<file path="src/rtl/srx_stat_pkg.sv">
package srx_stat_pkg;
   localparam int NUM_FLAGS = 5;
   localparam int F_FULL    = 0;
   localparam int F_IDLE    = 1;
   localparam int F_OVR     = 2;
   localparam int F_NOISE   = 3;
   localparam int F_FRAME   = 4;
endpackage

</file>
<file path="src/rtl/srx_noise_acc.sv">
module srx_noise_acc #(
   parameter int VOTES = 3
) (
   input  logic             clk,
   input  logic             rst_n,
   input  logic             vote_vld,
   input  logic [VOTES-1:0] vote_smp,
   input  logic             chr_done,
   output logic             noise_hit
);
   logic pend_q;
   logic noisy_now;

   generate
      if (VOTES < 1 || (VOTES % 2) == 0) begin : g_bad
         $error("VOTES must be odd and positive");
      end
      if (VOTES == 1) begin : g_single
         assign noisy_now = 1'b0;
      end else begin : g_multi
         assign noisy_now = vote_vld && (|vote_smp) && !(&vote_smp);
      end
   endgenerate

   assign noise_hit = pend_q | noisy_now;

   always_ff @(posedge clk) begin
      if (!rst_n)        pend_q <= 1'b0;
      else if (chr_done) pend_q <= 1'b0;
      else               pend_q <= noise_hit;
   end
endmodule

</file>
<file path="src/rtl/srx_idle_arm.sv">
module srx_idle_arm #(
   parameter bit ARM_AT_RESET = 1'b1
) (
   input  logic clk,
   input  logic rst_n,
   input  logic line_idle,
   input  logic wake_mode,
   output logic idle_set
);
   logic armed_q;

   assign idle_set = line_idle && armed_q && !wake_mode;

   generate
      if (ARM_AT_RESET) begin : g_arm_rst
         always_ff @(posedge clk) begin
            if (!rst_n)          armed_q <= 1'b1;
            else if (!line_idle) armed_q <= 1'b1;
            else if (idle_set)   armed_q <= 1'b0;
         end
      end else begin : g_disarm_rst
         always_ff @(posedge clk) begin
            if (!rst_n)          armed_q <= 1'b0;
            else if (!line_idle) armed_q <= 1'b1;
            else if (idle_set)   armed_q <= 1'b0;
         end
      end
   endgenerate


   disarm_chk: assert property (@(posedge clk) disable iff (!rst_n)
      (idle_set && line_idle) |=> !armed_q);
endmodule

</file>
<file path="src/rtl/srx_flag_bank.sv">
module srx_flag_bank #(
   parameter int N = 5
) (
   input  logic         clk,
   input  logic         rst_n,
   input  logic [N-1:0] set_vec,
   input  logic         stat_rd,
   input  logic         data_rd,
   output logic [N-1:0] flags,
   output logic [N-1:0] clr_vec
);
   logic [N-1:0] arm_q;

   generate
      if (N < 1) begin : g_bad
         $error("flag bank needs at least one flag");
      end
      for (genvar i = 0; i < N; i++) begin : g_flag
         assign clr_vec[i] = data_rd && arm_q[i];

         always_ff @(posedge clk) begin
            if (!rst_n)          flags[i] <= 1'b0;
            else if (set_vec[i]) flags[i] <= 1'b1;
            else if (clr_vec[i]) flags[i] <= 1'b0;
         end

         always_ff @(posedge clk) begin
            if (!rst_n)       arm_q[i] <= 1'b0;
            else if (stat_rd) arm_q[i] <= flags[i];
            else if (data_rd) arm_q[i] <= 1'b0;
         end


         fall_needs_read_chk: assert property (@(posedge clk) disable iff (!rst_n)
            $fell(flags[i]) |-> $past(data_rd));

         arm_in_flag_chk: assert property (@(posedge clk) disable iff (!rst_n)
            arm_q[i] |-> flags[i]);
      end
   endgenerate
endmodule

</file>
<file path="src/rtl/srx_stat_top.sv">
module srx_stat_top #(
   parameter int DATA_W     = 8,
   parameter int STAT_W     = 8,
   parameter int VOTES      = 3,
   parameter int POS_FULL   = 5,
   parameter int POS_IDLE   = 4,
   parameter int POS_OVR    = 3,
   parameter int POS_NOISE  = 2,
   parameter int POS_FRAME  = 1,
   parameter bit IDLE_ARMED = 1'b1
) (
   input  logic              clk,
   input  logic              rst_n,
   input  logic              chr_done,
   input  logic [DATA_W-1:0] chr_data,
   input  logic              stop_smp,
   input  logic              vote_vld,
   input  logic [VOTES-1:0]  vote_smp,
   input  logic              line_idle,
   input  logic              wake_mode,
   input  logic              stat_rd,
   input  logic              data_rd,
   output logic [STAT_W-1:0] stat_byte,
   output logic [DATA_W-1:0] data_byte
);
   import srx_stat_pkg::*;

   localparam logic [STAT_W-1:0] POS_MASK =
      (STAT_W'(1) << POS_FULL) | (STAT_W'(1) << POS_IDLE) | (STAT_W'(1) << POS_OVR) |
      (STAT_W'(1) << POS_NOISE) | (STAT_W'(1) << POS_FRAME);

   generate
      if (DATA_W < 1) begin : g_bad_dw
         $error("DATA_W must be positive");
      end
      if (POS_FULL >= STAT_W || POS_IDLE >= STAT_W || POS_OVR >= STAT_W ||
          POS_NOISE >= STAT_W || POS_FRAME >= STAT_W) begin : g_bad_pos
         $error("flag position outside status byte");
      end
      if (POS_FULL == 0 || POS_IDLE == 0 || POS_OVR == 0 ||
          POS_NOISE == 0 || POS_FRAME == 0) begin : g_bad_zero
         $error("status bit 0 is reserved");
      end
      if ($countones(POS_MASK) != NUM_FLAGS) begin : g_bad_dup
         $error("flag positions must be distinct");
      end
   endgenerate

   logic                 noise_hit;
   logic                 idle_set;
   logic [NUM_FLAGS-1:0] set_vec;
   logic [NUM_FLAGS-1:0] flg;
   logic [NUM_FLAGS-1:0] clr_vec;
   logic                 full_free;
   logic                 load_chr;
   logic [DATA_W-1:0]    data_q;

   srx_noise_acc #(.VOTES(VOTES)) noise_i (
      .clk       (clk),
      .rst_n     (rst_n),
      .vote_vld  (vote_vld),
      .vote_smp  (vote_smp),
      .chr_done  (chr_done),
      .noise_hit (noise_hit)
   );

   srx_idle_arm #(.ARM_AT_RESET(IDLE_ARMED)) idle_i (
      .clk       (clk),
      .rst_n     (rst_n),
      .line_idle (line_idle),
      .wake_mode (wake_mode),
      .idle_set  (idle_set)
   );

   assign full_free = !flg[F_FULL] || clr_vec[F_FULL];
   assign load_chr  = chr_done && full_free;

   always_comb begin
      set_vec          = '0;
      set_vec[F_FULL]  = load_chr;
      set_vec[F_IDLE]  = idle_set;
      set_vec[F_OVR]   = chr_done && !full_free;
      set_vec[F_NOISE] = chr_done && noise_hit;
      set_vec[F_FRAME] = chr_done && !stop_smp;
   end

   srx_flag_bank #(.N(NUM_FLAGS)) bank_i (
      .clk     (clk),
      .rst_n   (rst_n),
      .set_vec (set_vec),
      .stat_rd (stat_rd),
      .data_rd (data_rd),
      .flags   (flg),
      .clr_vec (clr_vec)
   );

   always_ff @(posedge clk) begin
      if (!rst_n)        data_q <= '0;
      else if (load_chr) data_q <= chr_data;
   end

   always_comb begin
      stat_byte            = '0;
      stat_byte[POS_FULL]  = flg[F_FULL];
      stat_byte[POS_IDLE]  = flg[F_IDLE];
      stat_byte[POS_OVR]   = flg[F_OVR];
      stat_byte[POS_NOISE] = flg[F_NOISE];
      stat_byte[POS_FRAME] = flg[F_FRAME];
   end

   assign data_byte = data_q;


   overrun_keep_chk: assert property (@(posedge clk) disable iff (!rst_n)
      (chr_done && flg[F_FULL] && !data_rd) |=> (flg[F_OVR] && $stable(data_q)));

   frame_set_chk: assert property (@(posedge clk) disable iff (!rst_n)
      (chr_done && !stop_smp) |=> flg[F_FRAME]);

   idle_wake_chk: assert property (@(posedge clk) disable iff (!rst_n)
      $rose(flg[F_IDLE]) |-> !$past(wake_mode));

   noise_at_char_chk: assert property (@(posedge clk) disable iff (!rst_n)
      $rose(flg[F_NOISE]) |-> $past(chr_done));

   clear_on_read_chk: assert property (@(posedge clk) disable iff (!rst_n)
      (|clr_vec) |-> data_rd);
endmodule

</file>
<file path="config.mk">
export PLATFORM = sky130hd
export DESIGN_NAME = srx_stat_top
export DESIGN_NICKNAME = d
export VERILOG_FILES = /design/src/rtl/srx_stat_pkg.sv /design/src/rtl/srx_noise_acc.sv /design/src/rtl/srx_idle_arm.sv /design/src/rtl/srx_flag_bank.sv /design/src/rtl/srx_stat_top.sv
export SDC_FILE = /design/constraint.sdc
export NUM_CORES = 1
export LEC_CHECK = 0
export CAP_MARGIN = 20
export CORE_UTILIZATION = 44
export DETAILED_ROUTE_END_ITERATION = 10
export GPL_ROUTABILITY_DRIVEN = 0
export PLACE_DENSITY = 0.93
export SLEW_MARGIN = 20
export SYNTH_ARGS = -nofsm -noshare
export SYNTH_HDL_FRONTEND = slang
export SYNTH_SLANG_ARGS = --single-unit
export TNS_END_PERCENT = 30
</file>
<file path="constraint.sdc">
create_clock -name clk -period 2.65 [get_ports clk]
set_clock_uncertainty 0.2 [all_clocks]
set_input_delay 0.3975 -clock clk [delete_from_list [all_inputs] [get_ports clk]]
set_output_delay 0.3975 -clock clk [all_outputs]
set_load 0.03 [all_outputs]
</file>
==> results_dict.tcl, run 1 <==
set metrics [dict create \
    cts_hold_buf 0 \
    wl_met3_microns 90 \
    postCtsSetupRepairBufs 0 \
    timing.final.crit_period_ns 1.96 \
    min_path_cells 2 \
    grt_antenna_before_repair 0 \
    critPathKind "reg -> out" \
    grt_pass1_vias 597 \
    grtUsageTotal_pct 16.8 \
    critPathSlowestCell "clkdlybuf4s50_1" \
    max_stage_delay_ns 0.69 \
    switching_share_pct 27.2 \
    r2r_slack_ns 1.21 \
    p_int_uw 439 \
    synthFlopType "dfxtp_1" \
    grt_max_degree 30 \
    yosys-top-cells-area "dfxtp_1, nand2_1, mux2i_1" \
    p_seq_share_pct 54.6 \
    cts_resized 0 \
    peakVddDrop_mv 0.371 \
    r2r_start "bank_i.flags[0]" \
    crit_path_start "bank_i.flags[3]" \
    period_share_pct 73.9 \
    grt_pass1_wl_microns 2480 \
    finalInstanceArea_sq_um 1170 \
    initial_core_util_pct 48.1 \
    finalMaxSlewViolations 0 \
    dr.pass1.iters 5 \
    ys_seq_elements 20 \
    leakage_nw 0.437 \
    clock-sinks 20 \
    drive_gt1_share_pct 4.92 \
    clkPwrFrac_pct 22.7 \
    p_sw_uw 164 \
    power_density_nw_per_um2 513 \
    synthAdderAreaFrac_pct 0 \
    area_growth_pct 38.5 \
    seq_area_frac_synth_pct 47.2 \
    netlist_area_sq_um 848 \
    synth_top_area_share_pct 47.2 \
    grt.overflow.total 0 \
    synth.distinct_cells 21 \
    drtAntennaViolNets 0 \
    diodes 0 \
    synthArstFlopShare_pct 0 \
    placed_cell_area_sq_um 1150 \
    tns_ns 0 \
    start_kind "flop" \
    yosys.area.top_type "dfxtp_1" \
    synth.most_common_cell "nand2_1" \
    clk_latency_ns 0.29 \
    synth_area_per_cell_sq_um 9.12 \
    root_buffer "clkbuf_4" \
    via_per_inst 4.73 \
    rsz0062_at_grt "no" \
    dieArea_sq_um 2110 \
    port_buffers 32 \
    wl_met1_microns 779 \
    vias 696 \
    num_rows 15 \
    outcome "finished clean" \
    worstPathRequired_ns 2.05 \
    yosys-top-cells-count "nand2_1, dfxtp_1, mux2i_1, nor2b_1" \
    wl_met2_microns 740 \
    hold_path.class "reg -> reg" \
    synthSimpleGateAreaFrac_pct 25.8 \
    totalWireLength_microns 1620 \
    routed.top_layer "met4" \
    setup_ws_ns 0.692 \
    fin_nets 144 \
    drc 0 \
    path_clk_slew_ns 0.10 \
    worst-path-buf-inv 1 \
    synth_compound_area_share_pct 9.73 \
    postSynthCellCount 93 \
    max_freq_mhz 511 \
    cpLargestDelayFamily "buffers and inverters" \
    dp_slack_ns 0.464 \
    maxCapViolCount 0 \
    worst_hold_path.endpoint "data_byte[2]" \
    die_w_microns 45.9 \
    worstRegToRegCells 3 \
    drt_iter0_drc 10 \
    dp_hpwl_microns 1170 \
    routedWlPerCell_microns 11.0 \
    numCtsBuffers 3 \
    cp_max_fo 3 \
    endpoint_kind "output port" \
    clock_path_buffers 2 \
    synth_top_family_by_area "simple AND/OR/NAND/NOR gates" \
    htree_levels 1 \
    cts_tree "built" \
    ios 36 \
    min-delay-start "data_byte[2]" \
    yosysWarnings 0 \
    dieHeight_microns 45.9 \
    core_area_sq_um 1760 \
    finalSetupViolations 0 \
    synth-xor-area-share_pct 0 \
    worstReg2RegEnd "data_byte[6]" \
    synth_mux_area_share_pct 9.44 \
    synth_edf_count 0 \
    critPathArrivalTime_ns 1.36 \
    hold_violations 0 \
    crit_chain "clkdlybuf4s50_1" \
    combPwrFrac_pct 22.7 \
]
[metal layers]
layer,GRT usage [%],up-vias
met5,0,-
met3,3.57,2
met2,24.8,28
li1,-,358
met4,8.82,0
met1,22.7,308
[worst reg2reg max path, cell delays in order, from the launching register on]
cell,delay (ns)
dfxtp_1,0.35
a21boi_4,0.15
nor2b_2,0.43
mux2i_1,0.24
[logic make-up after synthesis]
logic type | count (synthesis)
and+or+nand+nor | 43
other | 1
buffers and inverters | 9
muxes | 8
AOI/OAI and AO/OA | 12
DFF | 20
[through the flow]
stage | total power [mW] | std cells | util, % | hold WS [ns]
global route | 0.631 | 147 | 66.6 | 0.278
global placement | 0.469 | 144 | 65.3 | 0.246
finish | 0.603 | 147 | 66.6 | 0.266
floorplan | 0.416 | 95 | - | 0.239
detailed placement | 0.472 | 144 | 65.3 | 0.250
CTS | 0.605 | 147 | 66.6 | 0.269
[cell usage in the layout, fill, tap and decap left out, types with 3 or more instances in the layout]
master / synthesis / final
nand3_1: 3 / 3
conb_1: 1 / 3
nor3b_1: 6 / 6
clkbuf_4: 0 / 3
nand2_1: 23 / 23
mux2i_1: 8 / 8
nor2b_1: 8 / 8
a21oi_1: 6 / 6
clkdlybuf4s50_1: 0 / 32
dfxtp_1: 20 / 20
[how the worst max path moves through the flow]
stage	end	cells past startpoint
global route	stat_byte[2]	1
floorplan	data_byte[0]	4
detailed placement	data_byte[6]	4
global placement	data_byte[3]	4
CTS	stat_byte[2]	1
finish	stat_byte[2]	1
[flip-flops by register name, summed over array words and instances (netlist names)]
signal and cells:
bank_i.arm_q 5, idle_i.armed_q 1, bank_i.flags 5, data_byte 8, noise_i.pend_q 1
[power groups by stage]
stage | Combinational (mW) | Sequential (mW) | Clock (mW)
final | 0.137 | 0.329 | 0.137
after floorplan | 0.0549 | 0.361 | 0
after CTS | 0.137 | 0.329 | 0.138
after global placement | 0.134 | 0.336 | 0
after global routing | 0.146 | 0.331 | 0.154
after detailed placement | 0.137 | 0.335 | 0
[final cells by class]
| class | instances | area (sq um) |
|---|---|---|
| clock buffer | 3 | 22.5 |
| tap | 25 | 31.3 |
| fill | 155 | 589 |
| sequential | 20 | 400 |
| timing repair buffer | 33 | 328 |
| multi-input combinational | 66 | 393 |
Note: power is estimated with default switching activity, not from simulation.
==> run 2: changes to the inputs <==
--- a/config.mk
+++ b/config.mk
@@ -6,10 +6,10 @@
 export NUM_CORES = 1
 export LEC_CHECK = 0
 export CAP_MARGIN = 20
-export CORE_UTILIZATION = 44
+export CORE_UTILIZATION = 37
 export DETAILED_ROUTE_END_ITERATION = 10
 export GPL_ROUTABILITY_DRIVEN = 0
-export PLACE_DENSITY = 0.93
+export PLACE_DENSITY = 0.84
 export SLEW_MARGIN = 20
 export SYNTH_ARGS = -nofsm -noshare
 export SYNTH_HDL_FRONTEND = slang
==> constraint.sdc (replaced) <==
create_clock -name clk -period 1.61 [get_ports clk]
set_clock_uncertainty 0.2 [all_clocks]
set_input_delay 0.2415 -clock clk [delete_from_list [all_inputs] [get_ports clk]]
set_output_delay 0.2415 -clock clk [all_outputs]
set_load 0.03 [all_outputs]
==> run 2 against run 1 <==
Compared with the run above: via count is 4.9% higher; cell count is 4.1% higher; setup slack worse by 0.61 ns; register-to-register slack worse by 0.84 ns; clock power is 66% higher; critical path type unchanged; critical endpoint is now stat_byte[3].
==> results_dict.tcl, run 2 (synthesized netlist as in run 1, its figures left out) <==
set metrics [dict create \
    leakage_nw 0.514 \
    worstPathRequired_ns 1.17 \
    clk_latency_ns 0.29 \
    path_clk_slew_ns 0.10 \
    crit_chain "dlygate4sd2_1" \
    dp_slack_ns -0.0587 \
    dieArea_sq_um 2490 \
    worstReg2RegEnd "data_byte[4]" \
    drc 0 \
    grtUsageTotal_pct 15.7 \
    worst-path-buf-inv 1 \
    peakVddDrop_mv 0.488 \
    critPathSlowestCell "dlygate4sd2_1" \
    max_freq_mhz 656 \
    dp_hpwl_microns 1230 \
    critPathArrivalTime_ns 1.08 \
    hold_violations 0 \
    max_stage_delay_ns 0.41 \
    initial_core_util_pct 41.1 \
    place_inst 150 \
    die_w_microns 49.9 \
    clock_path_buffers 2 \
    drive_gt1_share_pct 7.94 \
    critPathKind "reg -> out" \
    timing.hold.ws_ns 0.264 \
    stdcell_count 153 \
    endpoint_kind "output port" \
    p_seq_share_pct 54.2 \
    clock-sinks 20 \
    clkPwrFrac_pct 22.9 \
    r2r_start "bank_i.flags[0]" \
    r2r_slack_ns 0.37 \
    vias 730 \
    diodes 0 \
    grt_antenna_before_repair 0 \
    grt.overflow.total 0 \
    finalSetupViolations 0 \
    min_path_cells 2 \
    port_buffers 32 \
    htree_levels 1 \
    start_kind "flop" \
    fin_nets 148 \
    dieHeight_microns 49.9 \
    grt_pass1_wl_microns 2950 \
    grt_max_degree 30 \
    min-delay-start "data_byte[0]" \
    cts_tree "built" \
    maxCapViolCount 0 \
    p_int_uw 723 \
    cpLargestDelayFamily "buffers and inverters" \
    final_cell_mix "nand2_1, dfxtp_1, clkdlybuf4s50_1" \
    drt_iter0_drc 4 \
    setup_ws_ns 0.0867 \
    ios 36 \
    hold_path.class "reg -> reg" \
    nFillCells 194 \
    finalMaxSlewViolations 0 \
    utilization_pct 59.0 \
    final_common_cell "nand2_1" \
    largest_register_ffs 8 \
    routedWlPerCell_microns 11.2 \
    dr.pass1.iters 2 \
    cp_max_fo 3 \
    timing.final.crit_period_ns 1.52 \
    p_sw_uw 274 \
    num_rows 16 \
    p_total_uw 997 \
    via_per_inst 4.77 \
    period_share_pct 94.6 \
    root_buffer "clkbuf_4" \
    numCtsBuffers 3 \
    grt_pass1_vias 715 \
    core_area_sq_um 2060 \
    worst_hold_path.endpoint "data_byte[0]" \
    power_density_nw_per_um2 820 \
    area_growth_pct 43.4 \
    drtAntennaViolNets 0 \
    switching_share_pct 27.5 \
    outcome "finished clean" \
    rsz0062_at_grt "no" \
    totalWireLength_microns 1710 \
    combPwrFrac_pct 22.9 \
    worstRegToRegCells 4 \
]
## run 2: changes by cell type in the layout (fill, tap and decap cells not counted)
cell / change
dlygate4sd2_1: +13
buf_12: +2
buf_4: +2
clkdlybuf4s50_1: -13
## run 2: metal layers
metal | track usage, % | vias to the layer above | wire, microns
met3 | 5.86 | 2 | 152
met4 | 7.14 | 0 | 13
li1 | - | 366 | -
met2 | 27.0 | 29 | 789
met5 | 0 | - | 0
met1 | 16.9 | 333 | 756
## run 2: worst max-delay path by stage
stage / start / to / cells after the start
final: bank_i.flags[2] / stat_byte[3] / 1
after detailed placement: vote_smp[1] / bank_i.flags[3] / 4
after global placement: vote_smp[1] / bank_i.flags[3] / 4
after floorplan: bank_i.flags[0] / data_byte[0] / 4
after global routing: bank_i.flags[4] / stat_byte[1] / 1
after CTS: bank_i.flags[2] / stat_byte[3] / 1
## run 2: what timing repair did
| item | CTS | global route |
|---|---|---|
| hold buffers | 0 | 0 |
| setup endpoints to repair | 13 | 0 |
| gates resized for setup | 13 | 0 |
| setup buffers | 0 | 0 |
## run 2: final cells by class
type | instances | area (sq um) | share of cell area, %
Sequential cell | 20 | 400 | 32.9
Multi-Input combinational cell | 66 | 393 | 32.3
Timing Repair Buffer | 37 | 367 | 30.1
Tap cell | 27 | 33.8 | 2.78
Clock buffer | 3 | 22.5 | 1.85
## run 2: power groups by stage
stage                     clock network [mW]  logic [mW]  registers (mW)
after floorplan                            0      0.0904           0.594
after global placement                     0       0.240           0.551
after detailed placement                   0       0.245           0.552
after CTS                              0.240       0.231           0.541
after global routing                   0.260       0.245           0.544
final                                  0.228       0.228           0.541
## run 2: metrics by stage
step,setup TNS [ns],instance area (sq um)
6_report,0,1220
4_1_cts,0,1220
2_1_floorplan,0,856
5_1_grt,0,1220
3_3_place_gp,-0.0260,1210
3_5_place_dp,-0.140,1210
